`config.mk`:
```
export PLATFORM = sky130hd
export DESIGN_NAME = dma4_ctrl
export DESIGN_NICKNAME = d
export VERILOG_FILES = /design/src/rtl/dma4_pkg.sv /design/src/rtl/dma4_chan.sv /design/src/rtl/dma4_arb.sv /design/src/rtl/dma4_ctrl.sv
export SDC_FILE = /design/constraint.sdc
export NUM_CORES = 1
export LEC_CHECK = 0
export BUFFER_PORTS_ARGS = -buffer_cell sky130_fd_sc_hd__buf_2
export CAP_MARGIN = 0
export CELL_PAD_IN_SITES_DETAIL_PLACEMENT = 0
export CELL_PAD_IN_SITES_GLOBAL_PLACEMENT = 2
export CORE_ASPECT_RATIO = 1.1
export CORE_UTILIZATION = 40
export CTS_BUF_LIST = sky130_fd_sc_hd__clkbuf_4 sky130_fd_sc_hd__clkbuf_8 sky130_fd_sc_hd__clkbuf_16
export DETAILED_ROUTE_END_ITERATION = 6
export GPL_TIMING_DRIVEN = 1
export PLACE_DENSITY_LB_ADDON = 0.25
export SLEW_MARGIN = 20
export SYNTH_ARGS = -nofsm -noshare
export SYNTH_HDL_FRONTEND = slang
export SYNTH_SLANG_ARGS = --single-unit
```
`constraint.sdc`:
```
create_clock -name clk -period 7.5 [get_ports clk]
set_input_delay 1.5 -clock clk [delete_from_list [all_inputs] [get_ports clk]]
set_output_delay 1.5 -clock clk [all_outputs]
set_load 0.005 [all_outputs]
```
`src/rtl/dma4_pkg.sv`:
```
package dma4_pkg;
    localparam int NUM_CH = 4;
    localparam int CH_W   = $clog2(NUM_CH);
    localparam int BYTE_W = 8;
    localparam int WORD_W = 2 * BYTE_W;
    localparam int PAGE_W = 4;
    localparam int MEM_W  = WORD_W + PAGE_W;
    localparam int OFS_W  = 5;

    localparam logic [OFS_W-1:0] OFS_CMD_STAT = 5'h08;
    localparam logic [OFS_W-1:0] OFS_SWREQ    = 5'h09;
    localparam logic [OFS_W-1:0] OFS_ONEMASK  = 5'h0A;
    localparam logic [OFS_W-1:0] OFS_MODE     = 5'h0B;
    localparam logic [OFS_W-1:0] OFS_PTRCLR   = 5'h0C;
    localparam logic [OFS_W-1:0] OFS_RESETALL = 5'h0D;
    localparam logic [OFS_W-1:0] OFS_UNMASK   = 5'h0E;
    localparam logic [OFS_W-1:0] OFS_ALLMASK  = 5'h0F;
    localparam logic [OFS_W-1:0] OFS_PAGE0    = 5'h10;

    typedef enum logic [1:0] {
        KIND_VERIFY = 2'b00,
        KIND_WRITE  = 2'b01,
        KIND_READ   = 2'b10,
        KIND_RSVD   = 2'b11
    } xfer_kind_e;

    typedef enum logic [1:0] {
        SVC_DEMAND  = 2'b00,
        SVC_SINGLE  = 2'b01,
        SVC_BLOCK   = 2'b10,
        SVC_CASCADE = 2'b11
    } svc_mode_e;

    // Packed to match bits 7:2 of a mode write.
    typedef struct packed {
        svc_mode_e  svc;
        logic       down;
        logic       auto_init;
        xfer_kind_e kind;
    } chan_mode_t;

    typedef enum logic {
        PH_IDLE = 1'b0,
        PH_ACK  = 1'b1
    } phase_e;

    function automatic logic [NUM_CH-1:0] sel_to_vec(input logic [CH_W-1:0] sel);
        logic [NUM_CH-1:0] v;
        v = '0;
        v[sel] = 1'b1;
        return v;
    endfunction

    function automatic logic [CH_W-1:0] vec_to_sel(input logic [NUM_CH-1:0] v);
        logic [CH_W-1:0] s;
        s = '0;
        for (int i = 0; i < NUM_CH; i++) begin
            if (v[i]) s = CH_W'(i);
        end
        return s;
    endfunction
endpackage

```
`src/rtl/dma4_chan.sv`:
```
module dma4_chan
    import dma4_pkg::*;
(
    input  logic              clk,
    input  logic              rst,
    input  logic              wr_addr,
    input  logic              wr_cnt,
    input  logic              hi_byte,
    input  logic [BYTE_W-1:0] wdata,
    input  logic              step,
    input  logic              down,
    input  logic              auto_init,
    output logic [WORD_W-1:0] cur_addr,
    output logic [WORD_W-1:0] cur_cnt,
    output logic              tc_hit
);
    logic [WORD_W-1:0] base_addr;
    logic [WORD_W-1:0] base_cnt;

    assign tc_hit = step && (cur_cnt == '0);

    always_ff @(posedge clk) begin
        if (rst) begin
            base_addr <= '0;
            base_cnt  <= '0;
            cur_addr  <= '0;
            cur_cnt   <= '0;
        end else begin
            if (step) begin
                if (tc_hit && auto_init) begin
                    cur_addr <= base_addr;
                    cur_cnt  <= base_cnt;
                end else begin
                    cur_addr <= down ? cur_addr - 1'b1 : cur_addr + 1'b1;
                    cur_cnt  <= cur_cnt - 1'b1;
                end
            end
            if (wr_addr) begin
                if (hi_byte) begin
                    base_addr[WORD_W-1:BYTE_W] <= wdata;
                    cur_addr[WORD_W-1:BYTE_W]  <= wdata;
                end else begin
                    base_addr[BYTE_W-1:0] <= wdata;
                    cur_addr[BYTE_W-1:0]  <= wdata;
                end
            end
            if (wr_cnt) begin
                if (hi_byte) begin
                    base_cnt[WORD_W-1:BYTE_W] <= wdata;
                    cur_cnt[WORD_W-1:BYTE_W]  <= wdata;
                end else begin
                    base_cnt[BYTE_W-1:0] <= wdata;
                    cur_cnt[BYTE_W-1:0]  <= wdata;
                end
            end
        end
    end

    AST_COUNT_STEPS: assert property (@(posedge clk) disable iff (rst)
        (step && !tc_hit && !wr_cnt) |=> (cur_cnt == WORD_W'($past(cur_cnt) - 1'b1)));
    AST_AUTO_RELOAD: assert property (@(posedge clk) disable iff (rst)
        (step && tc_hit && auto_init && !wr_addr && !wr_cnt) |=>
        (cur_cnt == base_cnt && cur_addr == base_addr));
endmodule

```
`src/rtl/dma4_arb.sv`:
```
module dma4_arb #(
    parameter int N = 4
) (
    input  logic [N-1:0] req,
    output logic [N-1:0] grant
);
    logic [N-1:0] neg_req;

    // Isolate the lowest set bit: lowest index wins.
    assign neg_req = ~req + {{(N-1){1'b0}}, 1'b1};
    assign grant   = req & neg_req;
endmodule

```
`src/rtl/dma4_ctrl.sv`:
```
module dma4_ctrl
    import dma4_pkg::*;
(
    input  logic                clk,
    input  logic                rst,
    input  logic [OFS_W-1:0]    reg_addr,
    input  logic                reg_wr,
    input  logic                reg_rd,
    input  logic [BYTE_W-1:0]   reg_wdata,
    output logic [BYTE_W-1:0]   reg_rdata,
    input  logic [NUM_CH-1:0]   dreq,
    output logic [NUM_CH-1:0]   dack,
    output logic [MEM_W-1:0]    mem_addr,
    output logic [1:0]          xfer_kind,
    output logic                tc
);
    localparam int CMD_OFF_BIT = 2;

    // Register state
    logic [BYTE_W-1:0] cmd_q;
    logic [NUM_CH-1:0] mask_q, mask_d;
    logic [NUM_CH-1:0] swreq_q, swreq_d;
    logic [NUM_CH-1:0] tcflag_q;
    logic              ptr_hi_q;
    phase_e            phase_q;
    chan_mode_t        mode_q [NUM_CH];
    logic [PAGE_W-1:0] page_q [NUM_CH];

    // Channel datapath
    logic [WORD_W-1:0] cur_addr [NUM_CH];
    logic [WORD_W-1:0] cur_cnt  [NUM_CH];
    logic [NUM_CH-1:0] tc_hit;
    logic [NUM_CH-1:0] auto_vec;
    logic [NUM_CH-1:0] elig, grant;
    logic [CH_W-1:0]   gsel;

    // Decode
    logic chan_reg, page_reg, wr_at, rd_stat, clr_all;
    logic [CH_W-1:0] reg_ch;
    assign chan_reg = (reg_addr[OFS_W-1:3] == '0);
    assign page_reg = (reg_addr[OFS_W-1:CH_W] == OFS_PAGE0[OFS_W-1:CH_W]);
    assign reg_ch   = reg_addr[CH_W:1];
    assign wr_at    = reg_wr;
    assign rd_stat  = reg_rd && (reg_addr == OFS_CMD_STAT);
    assign clr_all  = wr_at && (reg_addr == OFS_RESETALL);

    logic [CH_W-1:0] wsel;
    assign wsel = reg_wdata[CH_W-1:0];

    // Channel instances
    for (genvar c = 0; c < NUM_CH; c++) begin : g_ch
        logic we_addr, we_cnt;
        assign we_addr     = wr_at && chan_reg && (reg_ch == CH_W'(c)) && !reg_addr[0];
        assign we_cnt      = wr_at && chan_reg && (reg_ch == CH_W'(c)) &&  reg_addr[0];
        assign auto_vec[c] = mode_q[c].auto_init;

        dma4_chan u_chan (
            .clk       (clk),
            .rst       (rst),
            .wr_addr   (we_addr),
            .wr_cnt    (we_cnt),
            .hi_byte   (ptr_hi_q),
            .wdata     (reg_wdata),
            .step      (grant[c]),
            .down      (mode_q[c].down),
            .auto_init (mode_q[c].auto_init),
            .cur_addr  (cur_addr[c]),
            .cur_cnt   (cur_cnt[c]),
            .tc_hit    (tc_hit[c])
        );
    end

    // Arbitration
    assign elig = (dreq | swreq_q) & ~mask_q
                & {NUM_CH{~cmd_q[CMD_OFF_BIT]}}
                & {NUM_CH{phase_q == PH_IDLE}};

    dma4_arb #(.N(NUM_CH)) u_arb (
        .req   (elig),
        .grant (grant)
    );

    assign gsel = vec_to_sel(grant);

    // Mask and software request next state
    always_comb begin
        mask_d  = mask_q;
        swreq_d = swreq_q;
        if (wr_at) begin
            unique case (reg_addr)
                OFS_ONEMASK:  mask_d[wsel] = reg_wdata[2];
                OFS_ALLMASK:  mask_d = reg_wdata[NUM_CH-1:0];
                OFS_UNMASK:   mask_d = '0;
                OFS_RESETALL: begin
                    mask_d  = '1;
                    swreq_d = '0;
                end
                OFS_SWREQ:    swreq_d[wsel] = reg_wdata[2];
                default: ;
            endcase
        end
        mask_d  = mask_d | (tc_hit & ~auto_vec);
        swreq_d = swreq_d & ~tc_hit;
    end

    // Shared registers
    always_ff @(posedge clk) begin
        if (rst) begin
            cmd_q    <= '0;
            mask_q   <= '1;
            swreq_q  <= '0;
            tcflag_q <= '0;
            ptr_hi_q <= 1'b0;
            for (int c = 0; c < NUM_CH; c++) begin
                mode_q[c] <= '0;
                page_q[c] <= '0;
            end
        end else begin
            mask_q   <= mask_d;
            swreq_q  <= swreq_d;
            tcflag_q <= ((rd_stat || clr_all) ? '0 : tcflag_q) | tc_hit;

            if (clr_all || (wr_at && reg_addr == OFS_PTRCLR))
                ptr_hi_q <= 1'b0;
            else if ((reg_wr || reg_rd) && chan_reg)
                ptr_hi_q <= ~ptr_hi_q;

            if (clr_all)
                cmd_q <= '0;
            else if (wr_at && reg_addr == OFS_CMD_STAT)
                cmd_q <= reg_wdata;

            if (wr_at && reg_addr == OFS_MODE)
                mode_q[wsel] <= chan_mode_t'(reg_wdata[BYTE_W-1:CH_W]);

            if (wr_at && page_reg)
                page_q[reg_addr[CH_W-1:0]] <= reg_wdata[PAGE_W-1:0];
        end
    end

    // Read port
    always_ff @(posedge clk) begin
        if (rst) begin
            reg_rdata <= '0;
        end else if (reg_rd) begin
            if (chan_reg) begin
                logic [WORD_W-1:0] w;
                w = reg_addr[0] ? cur_cnt[reg_ch] : cur_addr[reg_ch];
                reg_rdata <= ptr_hi_q ? w[WORD_W-1:BYTE_W] : w[BYTE_W-1:0];
            end else if (reg_addr == OFS_CMD_STAT) begin
                reg_rdata <= {dreq | swreq_q, tcflag_q};
            end else if (page_reg) begin
                reg_rdata <= BYTE_W'(page_q[reg_addr[CH_W-1:0]]);
            end else begin
                reg_rdata <= '0;
            end
        end
    end

    // Transfer sequencer
    always_ff @(posedge clk) begin
        if (rst) begin
            phase_q   <= PH_IDLE;
            dack      <= '0;
            mem_addr  <= '0;
            xfer_kind <= '0;
            tc        <= 1'b0;
        end else begin
            phase_q <= (|grant) ? PH_ACK : PH_IDLE;
            dack    <= grant;
            tc      <= |tc_hit;
            if (|grant) begin
                mem_addr  <= {page_q[gsel], cur_addr[gsel]};
                xfer_kind <= mode_q[gsel].kind;
            end
        end
    end

    AST_ONE_ACK: assert property (@(posedge clk) disable iff (rst)
        $onehot0(dack));
    AST_ACK_PULSE: assert property (@(posedge clk) disable iff (rst)
        (|dack) |=> !(|dack));
    AST_DISABLED_IDLE: assert property (@(posedge clk) disable iff (rst)
        cmd_q[CMD_OFF_BIT] |=> !(|dack));
    AST_TC_WITH_ACK: assert property (@(posedge clk) disable iff (rst)
        tc |-> (|dack));
    AST_TC_FLAGGED: assert property (@(posedge clk) disable iff (rst)
        tc |-> ((tcflag_q & dack) != '0));
    AST_TC_MASK_OR_RELOAD: assert property (@(posedge clk) disable iff (rst)
        tc |-> ((dack & (mask_q | auto_vec)) != '0));
endmodule

```
==> results_dict.tcl <==
set metrics [dict create \
    status "complete, no violations" \
    holdPathStages 2 \
    area_delta_synth_final_pct 9.88 \
    crit_required_ns 7.93 \
    synth_top_area_cell "dfxtp_1" \
    post-route-worst-setup-slack_ns 2.94 \
    dp_slack_ns 2.40 \
    initial_core_util_pct 40.8 \
    syn-cell-area_um2 19600 \
    grt_max_degree 124 \
    routed_wl_mm 73.0 \
    gp_congestion 0.914 \
    synthAdderAreaFrac_pct 4.49 \
    period_needed_ns 4.56 \
    final_cells 3122 \
    grt_overflow 0 \
    synth_top_family_by_area "compound AO/OA/AOI/OAI gates" \
    slew_viol_final 0 \
    num_rows 84 \
    cts_hold_buf 0 \
    synth_cells 2501 \
    holdCritStartpoint "g_ch[2].u_chan.base_cnt[4]" \
    setup_viol 0 \
    nNetsFinal 2537 \
    dieArea_um2 49900 \
    path_class "in2reg" \
    cts_num_sinks 338 \
    synth_edf_count 32 \
    vias_per_cell 6.07 \
    final_area_um2 21500 \
    multi_input_area_um2 11700 \
    hp-class "reg2reg" \
    tns_ns 0 \
    synth-seq-cells 338 \
    htreeDepth 2 \
    hpwl_mm 50.1 \
    synth_ff_type "dfxtp_1" \
    switching_share_pct 27.5 \
    syn-num-nets 2590 \
    via_count 18900 \
    diodes 0 \
    rsz0062_at_grt "false" \
    power.clock.fraction_pct 44.4 \
    post_drt_wl_per_cell_um 23.4 \
    fp.dieH_um 234 \
    grtUsageTotal_pct 29.4 \
    layout-drive-gt1-share_pct 9.97 \
    final_cell_mix "457 x nand2_1, 373 x a21oi_1, 306 x dfxtp_1" \
    antenna_found_initial 0 \
    cp_max_fo 28 \
    synth_area_leaders "dfxtp_1 31%, a21oi_1 9.5%, nand2_1 8.8%" \
    grt_pass1_vias 17600 \
    worst_setup_path_start_kind "input port" \
    clk_pin_slew_ns 0.06 \
    hold_ws_ns 0.447 \
    yosysUniqueCellTypes 80 \
    seq_area_frac_synth_pct 36.2 \
    holdPathEnd "g_ch[2].u_chan.base_cnt[4]" \
    synthArstFlopShare_pct 0 \
    cts-root-buf "clkbuf_16" \
    synth-compound-area-share_pct 24.1 \
    yosys.area_share.simple_pct 21.6 \
    register_area_um2 7090 \
    slew_headroom_pct 22.3 \
    rrSetupSlack_ns 3.60 \
    syn_avg_cell_area_um2 7.84 \
    rr_worst_depth 9 \
    combPwrFrac_pct 12.5 \
    cts_setup_buffers 0 \
    synth-xor-area-share_pct 2.10 \
    yosysTopAreaCellShare_pct 31.3 \
    port_buffers 55 \
    clkLatencyLatePin_ns 0.58 \
    n_fill_cell 4895 \
    max-cap-violations 0 \
    reg2reg_to "mem_addr[18]" \
    core_area_um2 48000 \
    design_power_total_mw 4.50 \
    postCtsResizedCells 0 \
    clk_path_buf_depth 3 \
    placed_area_um2 20200 \
    fmax_mhz 219 \
    muxShareOfSynthArea_pct 6.99 \
    worstMarginPinSlew_ns 1.16 \
    peakVddDrop_mv 0.129 \
    cellPowerDensity_nw_per_um2 209 \
    layout_commonest_cell "nand2_1" \
    ant_nets 0 \
    cp.arrival_ns 4.99 \
    yosys_warnings 0 \
    reg2reg_from "cmd_q[2]" \
    io_pins 56 \
    cts_made_buffers 40 \
    cts_tree "yes" \
    drtIter0Drc 2011 \
    pwr-share-seq_pct 43.1 \
    chipWidth_um 213 \
    switchingPower_mw 1.24 \
    period_share_pct 60.8 \
    grt_pass1_wl_mm 110 \
    cellLeakagePower_nw 7.86 \
    final_util_pct 44.8 \
    firstDrtPassIters 6 \
    internal_power_mw 3.27 \
    endpoint_kind "register" \
    fin_worst_skew_ns 0.0180 \
    final-hold-violation-count 0 \
    drc 0 \
    dp_cells 3051 \
]
[critical path, stage by stage]
cell      delay (ns)
buf_2           0.12
o21bai_1        0.35
nor2_2          0.05
buf_4           0.24
nor2_1          0.23
nand3_2         0.60
nand2_1         1.08
mux2_2          0.42
a221oi_1        0.28
nor3_1          0.08
[power by group through the flow]
stage	combinational (mW)	clock [mW]	sequential [mW]
6_report	0.562	2.00	1.94
4_1_cts	0.557	2.03	1.94
3_5_place_dp	0.554	0	1.98
2_1_floorplan	0.405	0	1.94
5_1_grt	0.620	2.10	1.95
3_3_place_gp	0.549	0	1.98
[routing by layer]
layer  GRT usage (%)  vias up  routed length [µm]
li1                -     8960                   -
met1            38.3     9120               30600
met2            48.3      709               34200
met3            3.66      148                4930
met4            13.6        0                3240
met5               0        -                   0
[sequential cells by signal, summed over array words and instances, names as in the netlist]
register / flops
ptr_hi_q: 1
reg_rdata: 8
tcflag_q: 4
dack: 4
cmd_q: 1
mode_q: 16
mem_addr: 20
mask_q: 4
g_ch.u_chan.cur_cnt: 64
swreq_q: 4
page_q: 16
g_ch.u_chan.base_cnt: 64
xfer_kind: 2
g_ch.u_chan.cur_addr: 64
phase_q: 1
tc: 1
g_ch.u_chan.base_addr: 64
[cell type report]
cell class	count	area share [%]
tap	645	3.75
timing repair buffer	82	2.32
inverter	40	0.697
clock buffer	59	5.65
sequential	338	32.9
clock inverter	12	0.540
multi-input combinational	1946	54.1
[synth_stat cells (all sizes together) (32+ instances only)]
| cell type | number |
|---|---|
| nand2 | 458 |
| a221oi | 35 |
| a21oi | 373 |
| buf | 43 |
| edfxtp | 32 |
| nor2 | 245 |
| o21ai | 138 |
| ha | 64 |
| inv | 40 |
| o211ai | 74 |
| clkbuf | 134 |
| dfxtp | 306 |
| mux4 | 44 |
| nand3 | 57 |
| nor3 | 84 |
[cells by family after synthesis]
logic type      Yosys count
fa+ha+maj                68
compound gates          785
xor+xnor                 47
flops                   338
buf+inv                 217
simple gates            967
mux                      79
[how the worst max path moves through the flow]
| stage | from | to | slack, ns | cells past startpoint |
|---|---|---|---|---|
| after global placement | dreq[1] | xfer_kind[1] | 2.40 | 10 |
| after detailed placement | dreq[1] | mem_addr[18] | 2.40 | 10 |
| after CTS | dreq[1] | mem_addr[18] | 2.97 | 10 |
| after global routing | dreq[1] | mem_addr[18] | 2.62 | 10 |
| after floorplan | reg_addr[1] | reg_rdata[2] | 4.02 | 8 |
| final | dreq[1] | mem_addr[18] | 2.94 | 10 |
No activity file was read; power rests on OpenSTA's default activity.
